--- config.mk ---
export PLATFORM = sky130hd
export DESIGN_NAME = retire_slot_tracker
export DESIGN_NICKNAME = d
export VERILOG_FILES = /design/src/rtl/retire_slot_tracker_pkg.sv /design/src/rtl/slot_normalizer.sv /design/src/rtl/slot_entry_table.sv /design/src/rtl/retire_chain.sv /design/src/rtl/retire_slot_tracker.sv
export SDC_FILE = /design/constraint.sdc
export NUM_CORES = 1
export LEC_CHECK = 0
export ABC_AREA = 1
export BUFFER_PORTS_ARGS = -buffer_cell sky130_fd_sc_hd__buf_2
export CAP_MARGIN = 20
export CELL_PAD_IN_SITES_DETAIL_PLACEMENT = 2
export CELL_PAD_IN_SITES_GLOBAL_PLACEMENT = 2
export CORE_ASPECT_RATIO = 1.2
export CORE_UTILIZATION = 38
export DETAILED_ROUTE_END_ITERATION = 8
export PLACE_DENSITY = 0.93
export SLEW_MARGIN = 20
export SYNTH_ARGS = -nofsm -noshare
export SYNTH_HDL_FRONTEND = slang
export SYNTH_SLANG_ARGS = --single-unit
--- constraint.sdc ---
create_clock -name clk -period 14.12 [get_ports clk]
set_input_delay 1.412 -clock clk [delete_from_list [all_inputs] [get_ports clk]]
set_output_delay 1.412 -clock clk [all_outputs]
set_load 0.05 [all_outputs]
--- src/rtl/retire_slot_tracker_pkg.sv ---
package retire_slot_tracker_pkg;

   // Ring addition for an index below depth plus a step of at most depth.
   function automatic int unsigned ring_add(input int unsigned base,
                                            input int unsigned step,
                                            input int unsigned depth);
      int unsigned sum;
      sum = base + step;
      return (sum >= depth) ? sum - depth : sum;
   endfunction

   // Zero micro-ops still need one slot; oversize requests saturate at depth.
   function automatic int unsigned fit_uops(input int unsigned uops,
                                            input int unsigned depth);
      if (uops == 0)     return 1;
      if (uops > depth)  return depth;
      return uops;
   endfunction

endpackage

--- src/rtl/slot_normalizer.sv ---
module slot_normalizer
   import retire_slot_tracker_pkg::*;
#(
   parameter int DEPTH = 16,
   parameter int UOP_W = 6,
   parameter int CNT_W = 5
) (
   input  logic [UOP_W-1:0] uops,
   input  logic [CNT_W-1:0] free_cnt,
   output logic [CNT_W-1:0] norm_cnt,
   output logic             fits
);

   always_comb begin
      norm_cnt = CNT_W'(fit_uops(32'(uops), DEPTH));
      fits     = (free_cnt >= norm_cnt);
   end

endmodule

--- src/rtl/slot_entry_table.sv ---
module slot_entry_table #(
   parameter int DEPTH = 16,
   parameter int IDX_W = 4,
   parameter int CNT_W = 5,
   parameter int TAG_W = 8
) (
   input  logic                        clk,
   input  logic                        rst,
   input  logic                        wr_en,
   input  logic [IDX_W-1:0]            wr_idx,
   input  logic [CNT_W-1:0]            wr_cnt,
   input  logic [TAG_W-1:0]            wr_tag,
   input  logic                        set_en,
   input  logic [IDX_W-1:0]            set_idx,
   input  logic [DEPTH-1:0]            clr_mask,
   output logic [DEPTH-1:0][CNT_W-1:0] cnt_q,
   output logic [DEPTH-1:0][TAG_W-1:0] tag_q,
   output logic [DEPTH-1:0]            exec_q
);

   for (genvar s = 0; s < DEPTH; s++) begin : g_slot
      logic hit_wr;
      logic hit_set;
      assign hit_wr  = wr_en  && (wr_idx  == IDX_W'(s));
      assign hit_set = set_en && (set_idx == IDX_W'(s));

      always_ff @(posedge clk) begin
         if (rst) begin
            cnt_q[s]  <= '0;
            tag_q[s]  <= '0;
            exec_q[s] <= 1'b0;
         end else begin
            if (hit_wr) begin
               cnt_q[s] <= wr_cnt;
               tag_q[s] <= wr_tag;
            end
            // A fresh reservation always starts unexecuted; retirement
            // clears the flag so a stale completion never leaks forward.
            if (hit_wr)
               exec_q[s] <= 1'b0;
            else if (clr_mask[s])
               exec_q[s] <= 1'b0;
            else if (hit_set)
               exec_q[s] <= 1'b1;
         end
      end
   end

endmodule

--- src/rtl/retire_chain.sv ---
module retire_chain
   import retire_slot_tracker_pkg::*;
#(
   parameter int DEPTH = 16,
   parameter int IDX_W = 4,
   parameter int CNT_W = 5,
   parameter int LANES = 2
) (
   input  logic [IDX_W-1:0]            head,
   input  logic [CNT_W-1:0]            used,
   input  logic [DEPTH-1:0][CNT_W-1:0] cnt_q,
   input  logic [DEPTH-1:0]            exec_q,
   output logic [LANES-1:0]            lane_vld,
   output logic [LANES-1:0][IDX_W-1:0] lane_idx,
   output logic [DEPTH-1:0]            clr_mask,
   output logic [CNT_W-1:0]            freed,
   output logic [IDX_W-1:0]            next_head
);

   logic [IDX_W-1:0] hp  [LANES+1];
   logic [CNT_W-1:0] rem [LANES+1];
   logic             go  [LANES+1];

   assign hp[0]  = head;
   assign rem[0] = used;
   assign go[0]  = 1'b1;

   for (genvar l = 0; l < LANES; l++) begin : g_lane
      logic [CNT_W-1:0] span;
      assign span        = cnt_q[hp[l]];
      assign lane_vld[l] = go[l] && (rem[l] != '0) && exec_q[hp[l]];
      assign lane_idx[l] = hp[l];
      assign go[l+1]     = lane_vld[l];
      assign hp[l+1]     = lane_vld[l]
                           ? IDX_W'(ring_add(32'(hp[l]), 32'(span), DEPTH))
                           : hp[l];
      assign rem[l+1]    = lane_vld[l] ? rem[l] - span : rem[l];
   end

   assign freed     = used - rem[LANES];
   assign next_head = hp[LANES];

   always_comb begin
      clr_mask = '0;
      for (int l = 0; l < LANES; l++)
         if (lane_vld[l])
            clr_mask[lane_idx[l]] = 1'b1;
   end

endmodule

--- src/rtl/retire_slot_tracker.sv ---
module retire_slot_tracker
   import retire_slot_tracker_pkg::*;
#(
   parameter  int DEPTH      = 16,
   parameter  int UOP_W      = 6,
   parameter  int TAG_W      = 8,
   parameter  int MAX_RETIRE = 2,
   localparam int IDX_W      = $clog2(DEPTH),
   localparam int CNT_W      = $clog2(DEPTH + 1),
   localparam int LANES      = (MAX_RETIRE == 0) ? DEPTH : MAX_RETIRE
) (
   input  logic                   clk,
   input  logic                   rst,
   input  logic                   disp_valid,
   input  logic [UOP_W-1:0]       disp_uops,
   input  logic [TAG_W-1:0]       disp_tag,
   output logic                   disp_ready,
   output logic [IDX_W-1:0]       disp_token,
   input  logic                   done_valid,
   input  logic [IDX_W-1:0]       done_token,
   output logic [CNT_W-1:0]       free_slots,
   output logic [LANES-1:0]       ret_valid,
   output logic [LANES*IDX_W-1:0] ret_token,
   output logic [LANES*TAG_W-1:0] ret_tag
);

   if (DEPTH < 2) begin : g_bad_depth
      $error("retire_slot_tracker: DEPTH must be at least 2");
   end
   if (MAX_RETIRE < 0 || MAX_RETIRE > DEPTH) begin : g_bad_limit
      $error("retire_slot_tracker: MAX_RETIRE must lie in 0..DEPTH");
   end
   if (UOP_W < 1 || TAG_W < 1) begin : g_bad_width
      $error("retire_slot_tracker: UOP_W and TAG_W must be positive");
   end

   logic [IDX_W-1:0]            head_q, tail_q, next_head;
   logic [CNT_W-1:0]            free_q, norm_cnt, freed, used;
   logic                        fits, fire;
   logic [DEPTH-1:0][CNT_W-1:0] cnt_q;
   logic [DEPTH-1:0][TAG_W-1:0] tag_q;
   logic [DEPTH-1:0]            exec_q, clr_mask;
   logic [LANES-1:0]            lane_vld;
   logic [LANES-1:0][IDX_W-1:0] lane_idx;

   slot_normalizer #(.DEPTH(DEPTH), .UOP_W(UOP_W), .CNT_W(CNT_W)) u_norm (
      .uops     (disp_uops),
      .free_cnt (free_q),
      .norm_cnt (norm_cnt),
      .fits     (fits)
   );

   assign fire = disp_valid && fits;
   assign used = CNT_W'(DEPTH) - free_q;

   slot_entry_table #(.DEPTH(DEPTH), .IDX_W(IDX_W), .CNT_W(CNT_W), .TAG_W(TAG_W)) u_table (
      .clk      (clk),
      .rst      (rst),
      .wr_en    (fire),
      .wr_idx   (tail_q),
      .wr_cnt   (norm_cnt),
      .wr_tag   (disp_tag),
      .set_en   (done_valid),
      .set_idx  (done_token),
      .clr_mask (clr_mask),
      .cnt_q    (cnt_q),
      .tag_q    (tag_q),
      .exec_q   (exec_q)
   );

   retire_chain #(.DEPTH(DEPTH), .IDX_W(IDX_W), .CNT_W(CNT_W), .LANES(LANES)) u_chain (
      .head      (head_q),
      .used      (used),
      .cnt_q     (cnt_q),
      .exec_q    (exec_q),
      .lane_vld  (lane_vld),
      .lane_idx  (lane_idx),
      .clr_mask  (clr_mask),
      .freed     (freed),
      .next_head (next_head)
   );

   always_ff @(posedge clk) begin
      if (rst) begin
         head_q <= '0;
         tail_q <= '0;
         free_q <= CNT_W'(DEPTH);
      end else begin
         head_q <= next_head;
         if (fire)
            tail_q <= IDX_W'(ring_add(32'(tail_q), 32'(norm_cnt), DEPTH));
         free_q <= free_q + freed - (fire ? norm_cnt : '0);
      end
   end

   assign disp_ready = fits;
   assign disp_token = tail_q;
   assign free_slots = free_q;
   assign ret_valid  = lane_vld;

   for (genvar l = 0; l < LANES; l++) begin : g_out
      assign ret_token[l*IDX_W +: IDX_W] = lane_idx[l];
      assign ret_tag[l*TAG_W +: TAG_W]   = tag_q[lane_idx[l]];
   end

endmodule

==> flow_results.org <==
** Run status
- Outcome :: complete, no violations

** Timing
- Total Negative Setup Slacks :: 0 ns
- The worst path needs 10.22 ns of the cycle, external delays included.
- Crit path setup slack, layout :: 3.90 ns
- The number of hold violations in the final report is 0.
- Period Utilization, post-route :: 0.724
- For the final database, setup skew stands at 0.0214 ns.
- For the pin with the worst max-slew slack, the measured transition is 1.17 ns.
- In this run the tightest slew margin relative to its limit is 0.222.
- Final setup fails :: 0
- Pins Over Slew Limit :: 0
- Unrepaired setup endpoints after global routing :: no
- Timing would allow up to 97.8 MHz.

** Critical path
- On the worst path, the slowest cell contributes a delay of 0.86 ns.
- STA classifies the critical path startpoint as a flip-flop.
- Worst setup path startpoint :: head_q[0]
- CP Max Fanout :: 43
- The slowest stage of the critical path is the nand2_2 cell.
- At the worst endpoint, the arrival time is 10.66 ns.
- In this run the critical register-to-register path is captured at free_slots[4].
- The worst register-to-register path has a depth of 34.
- The worst setup path is of the reg2reg kind.
- Across all register-to-register paths, the minimum setup slack is 3.90 ns.
- FF-to-FF Start :: head_q[0]
- Following the worst setup path forward leads to its endpoint at free_slots[4].
- Endpoint required time on the critical path :: 14.56 ns
- The most numerous cell type found on the critical path is o21ai_0.
- The worst setup path is captured at a flip-flop.

** Final layout
- After the last flow step, the layout net total stands at 2001.
- Summing all non-filler instances in the final layout gives an area of 14800 µm².
- Total of fill cells in the finished design :: roughly 4000
- Compared with the post-synthesis result, the final layout area differs by 11.5%.
- In the final layout, the share of cells above drive strength 1 is 0.0822.

** GRT
- Remaining Overflow, GRT :: 0
- The initial antenna violation count was 4.
- Entering global routing, the biggest net connects 120 pins.
- Wire length of the first global-routing pass :: around 110 mm
- The via count of the first global-routing pass was 17600.
- Total routing resource utilization after global routing :: 0.423

** Floorplan
- The die covers 35600 µm².
- I/O Pins :: 58
- Measured along the x axis, the die boundary spans 172 µm.
- Die Height :: 206 µm
- The initial utilization of the core area, before any placement, comes to 0.387.
- Core Rows :: between 70 and 80
- The region available for standard cell placement spans 34200 µm².

** Clock network
- Clock tree synthesis selected as its root buffer the cell clkbuf_16.
- At the later pin of the worst-skew pair, clock insertion delay measures 0.61 ns.
- In this run the deepest clock path goes through 3 buffers.
- Sinks on the clock net :: 237
- Clock-pin slew reported for the worst setup and hold paths after clock tree synthesis :: 0.07 ns
- Post-CTS Setup Bufs :: 0
- Clock tree synthesis inserted a total of 28 buffers.
- Post-CTS repair changed the size of 0 cells.
- H-tree level count :: 1
- Clock tree from TritonCTS :: yes
- The number of hold buffers added after CTS was 0.

** Synth
- A synthesized cell averages roughly 6.8 µm².
- Counting flops with a built-in enable in the synthesized netlist gives 0.
- Library cell with the largest summed area after synthesis :: dfxtp_1
- For this run, the number of Yosys warnings is 0.
- Mapped Area :: 13200 µm²
- The number of nets in the synthesized netlist is just over 2000.
- Flip-flop cell with the highest count after synthesis :: dfxtp_1
- Synthesis handed over a netlist of slightly below 2000 instances.
- Counting flops and latches in the post-synthesis netlist gives about 240.
- Biggest area contributors in the synthesized netlist :: dfxtp_1, o21ai_0, inv_1
- Async set-reset flop share out of synthesis :: 0
- Sequential fraction of the synthesis area :: 0.358
- Yosys mapped the design onto 39 distinct sky130hd cell types.
- The share of synthesized area in the top cell type comes to 0.358.

** Placement
- Worst slack, placed :: 4.48 ns
- I/O Buffers :: 57
- Half-perimeter wire length of the detailed placement result :: 42.7 mm
- GP Congestion :: 0.883
- Placed Area :: 13700 µm²

** Detailed routing
- Final antenna-violating net count :: 0
- Detailed routing inserted a total of around 16000 vias.
- Violation count after the first detailed-route iteration :: 1590
- The first detailed-routing pass took 5 iterations.
- In the routed layout, each cell is associated on average with a via count of around 6.5.
- Remaining design rule violation count :: 0
- Detailed-route wire length :: 74.8 mm
- WL/cell :: just over 30 µm

** Power
- Sequential group share of total power :: 0.162
- The analysis attributes to net switching a power of roughly 2.7 mW.
- Of the total power, the share spent switching nets is 0.563.
- In this run the power density over the cells is roughly 320 nW/µm².
- VDD IR-drop max :: 0.000184 V
- Combinational power share :: 0.659
- Of the total power, the clock network draws 0.179.
- Sum of internal, switching and leakage power :: 4.72 mW
- Internal Power :: between 2 and 2.5 mW
- P_leak :: 5.86 nW

** Run
- Maximum Capacitance Violations :: 0

** Min path
- Worst hold path type :: reg2reg
## cells in the mapped netlist (3+ instances only)
cell type,number
a21oi_1,223
a22oi_1,9
a31oi_1,9
buf_1,8
buf_2,20
buf_4,7
buf_6,3
clkbuf_1,83
dfxtp_1,237
fa_1,12
ha_1,29
inv_1,309
inv_2,11
nand2_1,288
nand2_2,8
nand3_1,71
nand4_1,37
nor2_1,54
nor2_2,6
nor3_1,8
nor4_1,7
o21ai_0,305
o21ai_1,8
o21bai_1,4
o22ai_1,167
xnor2_1,5
xor2_1,7
## cell type report
class,count,area (µm²),share of cell area
multi-input combinational,1270,6750,0.458
sequential,237,4740,0.321
inverter,322,1210,0.0822
clock buffer,41,861,0.0583
tap,456,571,0.0387
timing repair buffer,79,450,0.0305
clock inverter,10,160,0.0109
antenna,2,5.00,0.000339
## cells by family after synthesis
kind of cell / share of synthesized area
and+or+nand+nor: 0.158
AOI/OAI and AO/OA: 0.298
adders and majority gates: 0.0456
DFF: 0.358
xor gates and xnor gates: 0.00794
buffers and inverters: 0.131
## worst max-delay path: cells and delay by family, from the launching register on
kind / cells / cell delay (ns)
AO/OA/AOI/OAI: 9 / 1.98
flip-flops: 1 / 0.85
buffers and inverters: 5 / 1.17
adder cells (fa/ha/maj): 6 / 2.42
XOR/XNOR: 2 / 0.41
AND/OR/NAND/NOR: 12 / 3.11
## flip-flops by register name (all words and copies together) (netlist names)
name	cells
u_table.exec_q	16
free_slots	5
u_table.tag_q	128
disp_token	4
u_table.cnt_q	80
head_q	4
## layout by cell type, fill, tap and decap left out, drive strengths merged, types with 8 or more instances in the layout
cell and n:
a22oi 9, nand4 37, fa 12, a31oi 9
nor3 8, nand2 297, o22ai 167, clkbuf 41
dfxtp 237, buf 79, a21oi 225, o21ai 315
inv 321, nor2 62, ha 29, nand3 71
## per-layer routing
metal | up-vias | global-route usage | wire (µm) | part of all wire
li1 | 6563 | - | - | -
met1 | 7810 | 0.445 | 26700 | 0.36
met2 | 1000 | 0.694 | 35100 | 0.47
met3 | 432 | 0.124 | 6350 | 0.085
met4 | 6 | 0.356 | 6680 | 0.089
met5 | - | 0 | 37 | 0.00049
## power by group through the flow
stage / clock (mW) / sequential (mW) / combinational [mW]
4_1_cts: 0.836 / 0.764 / 3.01
2_1_floorplan: 0 / 0.798 / 1.92
3_3_place_gp: 0 / 0.772 / 2.56
3_5_place_dp: 0 / 0.776 / 2.83
5_1_grt: 0.859 / 0.768 / 3.27
6_report: 0.844 / 0.766 / 3.11
## through the flow
step / std cells / util / hold slack, ns
3_3_place_gp: 2364 / 0.402 / 0.462
2_1_floorplan: 1950 / - / 0.439
6_report: 2417 / 0.432 / 0.501
3_5_place_dp: 2364 / 0.402 / 0.480
4_1_cts: 2415 / 0.432 / 0.492
5_1_grt: 2415 / 0.432 / 0.513
## worst min path at each step
stage | start | endpoint | slack [ns] | cells after the start
6_report | u_table.tag_q[41] | u_table.tag_q[41] | 0.50 | 2
5_1_grt | u_table.tag_q[41] | u_table.tag_q[41] | 0.51 | 2
4_1_cts | u_table.tag_q[41] | u_table.tag_q[41] | 0.49 | 2
3_5_place_dp | u_table.tag_q[31] | u_table.tag_q[31] | 0.48 | 2
3_3_place_gp | u_table.tag_q[123] | u_table.tag_q[123] | 0.46 | 2
2_1_floorplan | u_table.cnt_q[0] | u_table.cnt_q[0] | 0.44 | 2
Power figures use the tool's default switching activity.
